`config.mk`:
```
export PLATFORM = sky130hd
export DESIGN_NAME = mpu_port
export DESIGN_NICKNAME = d
export VERILOG_FILES = /design/src/rtl/mpu_port_pkg.sv /design/src/rtl/mpu_port_sync.sv /design/src/rtl/mpu_port_decode.sv /design/src/rtl/mpu_port_ctrl.sv /design/src/rtl/mpu_port.sv
export SDC_FILE = /design/constraint.sdc
export NUM_CORES = 1
export LEC_CHECK = 0
export ABC_AREA = 1
export BUFFER_PORTS_ARGS = -buffer_cell sky130_fd_sc_hd__buf_2
export CORE_UTILIZATION = 49
export CTS_BUF_LIST = sky130_fd_sc_hd__clkbuf_16
export CTS_CLUSTER_DIAMETER = 120
export DETAILED_ROUTE_END_ITERATION = 10
export GPL_ROUTABILITY_DRIVEN = 1
export PLACE_DENSITY = 0.89
export SYNTH_ARGS = -nofsm -noshare
export SYNTH_HDL_FRONTEND = slang
export SYNTH_SLANG_ARGS = --single-unit
```
`constraint.sdc`:
```
create_clock -name clk_i -period 1.3 [get_ports clk_i]
set_input_delay 0.065 -clock clk_i [delete_from_list [all_inputs] [get_ports clk_i]]
set_output_delay 0.065 -clock clk_i [all_outputs]
set_load 0.01 [all_outputs]
```
`src/rtl/mpu_port_pkg.sv`:
```
package mpu_port_pkg;
  typedef enum logic {
    MODE_SPLIT  = 1'b0,
    MODE_ENABLE = 1'b1
  } bus_mode_e;

  localparam int unsigned SYNC_DEPTH = 2;
endpackage

```
`src/rtl/mpu_port_sync.sv`:
```
module mpu_port_sync #(
  parameter int unsigned W      = 1,
  parameter int unsigned STAGES = 2,
  parameter logic [W-1:0] RST_VAL = '0
) (
  input  logic         clk_i,
  input  logic         rst_ni,
  input  logic [W-1:0] d_i,
  output logic [W-1:0] q_o
);
  logic [STAGES-1:0][W-1:0] stg_q;

  always_ff @(posedge clk_i or negedge rst_ni) begin
    if (!rst_ni) stg_q <= {STAGES{RST_VAL}};
    else         stg_q <= {stg_q[STAGES-2:0], d_i};
  end

  assign q_o = stg_q[STAGES-1];
endmodule

```
`src/rtl/mpu_port_decode.sv`:
```
module mpu_port_decode
  import mpu_port_pkg::*;
(
  input  logic mode_i,
  input  logic cs_ni,
  input  logic strb_a_i,
  input  logic strb_b_i,
  output logic rd_act_o,
  output logic wr_act_o
);
  always_comb begin
    if (mode_i == MODE_ENABLE) begin
      rd_act_o = !cs_ni && strb_a_i && strb_b_i;
      wr_act_o = !cs_ni && strb_a_i && !strb_b_i;
    end else begin
      rd_act_o = !cs_ni && !strb_a_i;
      wr_act_o = !cs_ni && !strb_b_i;
    end
  end
endmodule

```
`src/rtl/mpu_port_ctrl.sv`:
```
module mpu_port_ctrl #(
  parameter int unsigned DW = 8
) (
  input  logic          clk_i,
  input  logic          rst_ni,
  input  logic          rd_act_i,
  input  logic          wr_act_i,
  input  logic          rs_i,
  input  logic [DW-1:0] data_i,
  output logic [DW-1:0] wr_data_o,
  output logic          dd_wr_o,
  output logic          ins_wr_o,
  output logic          dd_rd_o,
  output logic          st_rd_o
);
  logic          rd_q, wr_q, hold_rs_q;
  logic [DW-1:0] hold_q;
  logic          wr_end, rd_start;

  assign wr_end   = wr_q && !wr_act_i;
  assign rd_start = rd_act_i && !rd_q;

  always_ff @(posedge clk_i or negedge rst_ni) begin
    if (!rst_ni) begin
      rd_q      <= 1'b0;
      wr_q      <= 1'b0;
      hold_rs_q <= 1'b0;
      hold_q    <= '0;
      wr_data_o <= '0;
      dd_wr_o   <= 1'b0;
      ins_wr_o  <= 1'b0;
      dd_rd_o   <= 1'b0;
      st_rd_o   <= 1'b0;
    end else begin
      rd_q <= rd_act_i;
      wr_q <= wr_act_i;
      // keep the last byte seen inside the write window
      if (wr_act_i) begin
        hold_q    <= data_i;
        hold_rs_q <= rs_i;
      end
      if (wr_end) wr_data_o <= hold_q;
      dd_wr_o  <= wr_end && hold_rs_q;
      ins_wr_o <= wr_end && !hold_rs_q;
      dd_rd_o  <= rd_start && rs_i;
      st_rd_o  <= rd_start && !rs_i;
    end
  end
endmodule

```
`src/rtl/mpu_port.sv`:
```
module mpu_port
  import mpu_port_pkg::*;
#(
  parameter int unsigned DW = 8
) (
  input  logic          clk_i,
  input  logic          rst_ni,
  input  logic          mode_i,
  input  logic          cs_ni,
  input  logic          rs_i,
  input  logic          strb_a_i,
  input  logic          strb_b_i,
  input  logic [DW-1:0] data_i,
  output logic [DW-1:0] data_o,
  output logic          data_oe_o,
  input  logic [DW-1:0] status_i,
  input  logic [DW-1:0] rd_data_i,
  output logic [DW-1:0] wr_data_o,
  output logic          dd_wr_o,
  output logic          ins_wr_o,
  output logic          dd_rd_o,
  output logic          st_rd_o
);
  localparam int unsigned SW = DW + 4;
  localparam logic [SW-1:0] SYNC_RST = {1'b1, {(SW-1){1'b0}}};

  logic [SW-1:0] pins_raw, pins_s;
  logic          cs_n_s, strb_a_s, strb_b_s, rs_s;
  logic [DW-1:0] data_s;
  logic          rd_raw, wr_raw, rd_s, wr_s;

  assign pins_raw = {cs_ni, strb_a_i, strb_b_i, rs_i, data_i};

  // data and rs ride the same delay chain as the strobes
  mpu_port_sync #(.W(SW), .STAGES(SYNC_DEPTH), .RST_VAL(SYNC_RST)) i_sync (
    .clk_i (clk_i),
    .rst_ni(rst_ni),
    .d_i   (pins_raw),
    .q_o   (pins_s)
  );

  assign {cs_n_s, strb_a_s, strb_b_s, rs_s, data_s} = pins_s;

  // pad-side decode for the output enable
  mpu_port_decode i_dec_pad (
    .mode_i  (mode_i),
    .cs_ni   (cs_ni),
    .strb_a_i(strb_a_i),
    .strb_b_i(strb_b_i),
    .rd_act_o(rd_raw),
    .wr_act_o(wr_raw)
  );

  mpu_port_decode i_dec_sync (
    .mode_i  (mode_i),
    .cs_ni   (cs_n_s),
    .strb_a_i(strb_a_s),
    .strb_b_i(strb_b_s),
    .rd_act_o(rd_s),
    .wr_act_o(wr_s)
  );

  mpu_port_ctrl #(.DW(DW)) i_ctrl (
    .clk_i    (clk_i),
    .rst_ni   (rst_ni),
    .rd_act_i (rd_s),
    .wr_act_i (wr_s),
    .rs_i     (rs_s),
    .data_i   (data_s),
    .wr_data_o(wr_data_o),
    .dd_wr_o  (dd_wr_o),
    .ins_wr_o (ins_wr_o),
    .dd_rd_o  (dd_rd_o),
    .st_rd_o  (st_rd_o)
  );

  assign data_oe_o = rd_raw && !wr_raw;
  assign data_o    = rs_i ? rd_data_i : status_i;
endmodule

```
==> metrics, run 1 <==
DRC viols=0; width of the die=59.1 µm; Hold Fails Final Rpt=0; antenna viol nets, final=0; Post-Syn Nets=162; status=complete, no violations; CP Buf/Inv Count=1; leakage=1.17 nW; Congestion Overflow GR=0; synth warn=0; first-pass GRT wire length=4720 µm; maximum VDD drop=0.000936 V; worst-path maximum fanout=13; crit path from=i_sync.q_o[11]; register area share after synthesis=73.7%; DR iter-0 viols=42; leading cell type in the layout, fill and taps excluded=buf_2; Worst path most repeated cell=nand2_1; WS Path Type=flop to flop; CTS Root Cell=clkbuf_16; Ant. Diodes=0; fin nets=231; die area=3500 µm²; crit path DAT=1400 ps; GP Congestion=0.760; GR Util All Layers=19.3%; Yosys cell types=18; largest delay contributor family on the critical path=flip-flops; initial antenna violation count=0; number of sinks on the clock net=47; vias per std cell=4.58; Final TNS setup=0 ps; HPWL after DPL=1810 µm; Power Density=1510 nW/µm²; clock transition time at the flip-flop clock pins of the worst setup and hold paths=60 ps; DR pass1 iterations=4; Synth Register Bits=47; largest net degree at the start of global routing=48; Slew HR=79.8%; final core utilization=71.2%; P&R area growth vs syn=36.9%; Max H-tree Level=2; Final setup violation count=0; vias=1122; routed len/inst=11.2 µm; Syn Std Cell Area=1600 µm²; fmax=845 MHz; clock latency on the worst-skew pair=280 ps; row cnt=20; RSZ-0062 raised after global routing=no; Worst-Margin Slew=303 ps; CTS Buffer Depth=2; CTS tree=built; Reg2Reg Launch Point=i_sync.q_o[11]; Worst EP required=1520 ps; Tcrit/Tclk final=91.1%; Syn Inst Count=131; max-slew violation total from the final report=0; HP Class=primary input to flop; Die Height=59.1 µm; PortBufs=51; Initial Util=52.0%; vias in the first global route=1208; most frequent cells in the layout=buf_2, dfrtp_1, nand2_1, dlygate4sd3_1; core footprint=3080 µm²; CP peak stage delay=530 ps; share of cells above drive strength 1=37.3%; kind of end point of the critical path=flop; worst path cell trace=nor2_1 > nand2_2 > buf_4 > nand2_1 > nand2_1; final worst path period need=1180 ps; I/O pin cnt=52; syn avg cell area=12.2 µm²; total power draw=3.31 mW; Max Clock Skew=3.97 ps; Post-Route WL=2740 µm; Worst Hold Launch=mode_i; total CTS buffers=5; setup repair bufs after CTS=0; crit path max-delay cell type=dfstp_2; max cap viols=0; Worst setup SP type=flop
==> metal layers <==
metal	global-route usage (%)	up-vias	wire, µm
li1	-	542	-
met2	35.6	55	1500
met3	6.99	2	194
met5	0	-	0
met4	9.86	0	13
met1	18.8	523	1040
==> cell usage after synthesis <==
cell type  number  share of area (%)
nand2_4         1               0.70
buf_1           1               0.23
dfrtp_1        45                 70
nor2_1          6                1.4
nand4_1         1               0.39
o21ai_0         1               0.31
nand3_1         8                2.5
mux2_2          8                5.6
inv_2           1               0.23
nand2_2         2               0.78
dfstp_2         2                3.3
nand2_1        44                 10
inv_1           6                1.4
and3_1          1               0.39
buf_6           1               0.70
xor2_1          1               0.55
buf_4           1               0.47
buf_2           1               0.31
==> stage by stage <==
stage / instance area (µm²) / cells / setup WS, ps / hold slack, ps
floorplan: 1600 / 131 / 261 / -231
global placement: 1910 / 224 / 183 / 56.1
detailed placement: 1910 / 224 / 140 / 63.9
CTS: 2190 / 245 / 108 / 156
global route: 2190 / 245 / 16.5 / 201
finish: 2190 / 245 / 116 / 160
==> worst paths after layout <==
kind | end | slack, ps | depth (start not counted)
min in group asynchronous | i_ctrl.st_rd_o | 280 | 3
setup / recovery | i_ctrl.hold_q[4] | 120 | 5
hold reg to reg | i_sync.q_o[3] | 350 | 0
setup reg to reg | i_ctrl.hold_q[4] | 120 | 5
max in group asynchronous | i_sync.q_o[11] | 740 | 3
hold / removal | i_ctrl.dd_rd_o | 160 | 4
==> worst reg2reg max path, stage by stage, from the launching register on <==
cell	delay, ps
dfstp_2	530
nor2_1	50
nand2_2	200
buf_4	210
nand2_1	60
nand2_1	70
==> sequential cells by signal, summed over array words and instances (netlist names) <==
name and flops:
i_ctrl.st_rd_o 1, i_ctrl.dd_rd_o 1, i_ctrl.dd_wr_o 1, i_sync.q_o 12, i_ctrl.hold_rs_q 1, i_ctrl.wr_data_o 8, i_sync.stg_q 12, i_ctrl.ins_wr_o 1
i_ctrl.wr_q 1, i_ctrl.rd_q 1, i_ctrl.hold_q 8
==> repair_timing <==
item,CTS,global route
gates resized for setup,0,0
endpoints found under the hold margin,59,0
hold buffers,13,0
==> area by class of cell <==
| class | count | area (µm²) |
|---|---|---|
| Inverter | 7 | 26.3 |
| Multi-Input combinational cell | 73 | 368 |
| Sequential cell | 47 | 1180 |
| Tap cell | 44 | 55.1 |
| Timing Repair Buffer | 66 | 413 |
| Clock inverter | 3 | 25.0 |
| Fill cell | 223 | 887 |
| Clock buffer | 5 | 125 |
==> kinds of logic (layout without fill, tap and decap cells) <==
kind of cell           Yosys count  after routing  synth area share [%]
AO/OA/AOI/OAI                    1              1                 0.312
flip-flops                      47             47                  73.7
buffers and inverters           11             81                  3.36
AND/OR/NAND/NOR                 63             63                  16.5
XOR/XNOR                         1              1                 0.547
multiplexers                     8              8                  5.63
==> report_power, final <==
group	internal [mW]	leakage [nW]	switching (mW)
Clock	0.717	0.0700	0.518
Combinational	0.187	0.526	0.200
Sequential	1.61	0.573	0.0754
Power figures use the tool's default switching activity.
==> run 2: changes to the inputs <==
Settings changed: ABC_AREA 1 to default, CORE_UTILIZATION 49 to 48, PLACE_DENSITY 0.89 to 0.87.
==> metrics, run 2 <==
PortBufs=51 (unchanged); Worst EP required=1460 ps (-60 ps); Die Height=59.3 µm (+0.31%); final worst path period need=1330 ps (+144 ps); number of sinks on the clock net=47 (unchanged); hold slack=22.5 ps (-138 ps); DR iter-0 viols=13 (-69%); die area=3520 µm² (+0.63%); Worst Hold Launch=rs_i; Syn Std Cell Area=1580 µm² (-1.4%); Internal Power=2.69 mW (+7.1%); Setup WS post-layout=-28.3 ps (-144 ps); commonest cells in the synthesized netlist=dfrtp_1, mux2_2, nor2_1; Synth Register Bits=47 (unchanged); WS Path Type=flop to flop; clock power share=33.1% (-4.3 points); kind of end point of the critical path=flop; Yosys cell types=14 (-4); post-synth top area share=71.4% (+1.0 points); fmax=753 MHz (-11%); Reg2Reg Launch Point=i_sync.q_o[9]; Power Density=1520 nW/µm² (+0.88%); Syn Inst Count=87 (-34%); Post-Syn Nets=118 (-27%); register area share after synthesis=74.7% (+1.1 points); worst-path maximum fanout=7 (-6); failing checks=negative setup slack; max-slew violation total from the final report=0 (unchanged); dpl cell area=1940 µm² (+1.6%); HPWL after DPL=2130 µm (+18%); Net Sw Power=778 µW (-2.0%); synth warn=0 (unchanged); DRC viols=0 (unchanged); largest net degree at the start of global routing=22 (-54%); clock transition time at the flip-flop clock pins of the worst setup and hold paths=60 ps (about the same); most frequent cell after synthesis=dfrtp_1; routed len/inst=14.9 µm (+33%); Max H-tree Level=2 (unchanged); Post-Route WL=3090 µm (+13%); status=finished, violations left; CTS tree=built; Hold Fails Final Rpt=0 (unchanged); Worst-Margin Slew=453 ps (+150 ps); crit path max-delay cell type=dfrtp_2; antenna viol nets, final=0 (unchanged); Final setup violation count=8 (+8); Max Clock Skew=3.33 ps (-0.641 ps); CTS Root Cell=clkbuf_16; syn avg cell area=18.1 µm² (+48%); crit path DAT=1490 ps (+90 ps); crit path from=i_sync.q_o[9]; leading cell type in the layout, fill and taps excluded=buf_2; Ant. Diodes=0 (unchanged); Seq pwr share=50.3% (-0.6 points); sw frac=22.4% (-1.6 points); width of the die=59.3 µm (+0.31%); leakage=1.15 nW (-1.4%); Congestion Overflow GR=0 (unchanged); total CTS buffers=5 (unchanged); top_reg_cell synth=dfrtp_1; row cnt=20 (unchanged); first-pass GRT wire length=4880 µm (+3.4%); fin area=2280 µm² (+4.0%); GP Congestion=0.816 (+7.4%); Async SR Flop Fraction=100% (unchanged); vias=965 (-14%); vias in the first global route=1079 (-11%); Logic pwr share=16.6% (+4.9 points); P&R area growth vs syn=44.4%; most frequent cells in the layout=buf_2, dfrtp_1, mux2_4, dlygate4sd3_1, mux2_2; final core utilization=74.0% (+2.8 points); Synth area leader=dfrtp_1; GR Util All Layers=20.2% (+0.89 points); clock latency on the worst-skew pair=270 ps (about the same); CTS Buffer Depth=2 (unchanged); Worst setup SP type=flop; vias per std cell=4.66 (+1.8%); worst path cell trace=o31ai_4 > buf_6 > mux2_4; top post-synthesis cells by area=dfrtp_1, mux2_2, dfstp_2, o31ai_4, nor3_4; HP Class=primary input to flop; share of cells above drive strength 1=58.3% (+21 points); Tcrit/Tclk final=102% (+11 points); DR pass1 iterations=3 (-1); RSZ-0062 raised after global routing=yes; CP peak stage delay=440 ps (-90 ps); max cap viols=0 (unchanged); Slew HR=69.8% (-10 points); initial antenna violation count=0 (unchanged); maximum VDD drop=0.000965 V (+3.1%); EDFF count, synth=0 (unchanged); fin nets=193 (-16%); core footprint=3080 µm² (unchanged); I/O pin cnt=52 (unchanged); Initial Util=51.3% (-0.73 points)
==> run 2: cells by family after synthesis <==
logic type,after synthesis,share of synthesized area (%)
flops,47,74.7
simple gates,9,4.36
buf+inv,3,0.714
xor+xnor,1,0.555
mux,25,17.8
compound gates,2,1.82
==> run 2: layout make-up <==
cell class                 instances  area, µm²
tap                               44       55.1
multi-input combinational         37        452
clock inverter                     3       12.5
sequential                        47       1180
inverter                           2       7.51
fill                             188        800
timing repair buffer              69        447
clock buffer                       5        125
==> run 2: power groups by stage <==
stage,logic (mW),clock network (mW),registers [mW]
2_1_floorplan,0.188,0,1.78
3_3_place_gp,0.441,0,1.75
3_5_place_dp,0.462,0,1.76
4_1_cts,0.502,1.18,1.73
5_1_grt,0.624,1.27,1.76
6_report,0.575,1.15,1.74
==> run 2: critical path: cells and delay by family (launching register included) <==
family,cells,cell delay (ps)
mux,1,300
compound gates,1,290
buf+inv,1,180
flops,1,440
==> run 2: metal layers <==
layer / routed length (µm) / share of wire [%] / global-route usage [%]
met5: 0 / 0 / 0
met4: 17 / 0.55 / 6.12
met1: 1210 / 39 / 20.3
met3: 164 / 5.3 / 5.68
met2: 1690 / 55 / 39.5
==> run 2: per-stage QoR <==
stage | instances | setup slack [ps] | power, mW | setup TNS [ps]
after global placement | 187 | 11.6 | 2.19 | 0
final | 207 | -28.3 | 3.47 | -135
after detailed placement | 187 | -16.5 | 2.22 | -70.7
after CTS | 208 | -17.7 | 3.42 | -75.1
after global routing | 207 | -62.8 | 3.65 | -585
after floorplan | 87 | -32.4 | 1.97 | -259
==> run 2: path summary, 6_finish.rpt <==
path,to,slack [ps],depth (start not counted)
min in group asynchronous,i_sync.q_o[0],270,2
worst max-delay path,i_ctrl.wr_data_o[1],-30,3
worst min-delay path,i_sync.stg_q[8],20,1
worst min register to register,i_sync.q_o[4],350,0
worst max register to register,i_ctrl.wr_data_o[1],-30,3
max in group asynchronous,i_sync.q_o[6],430,3
==> run 2: what timing repair did <==
action / 4_1_cts / 5_1_grt
hold buffers: 12 / 0
resized for setup: 4 / 17
endpoints found under the setup margin: 11 / 18
hold endpoints to repair: 29 / 0
pin swaps: 1 / 3
buffers inserted: 1 / 0
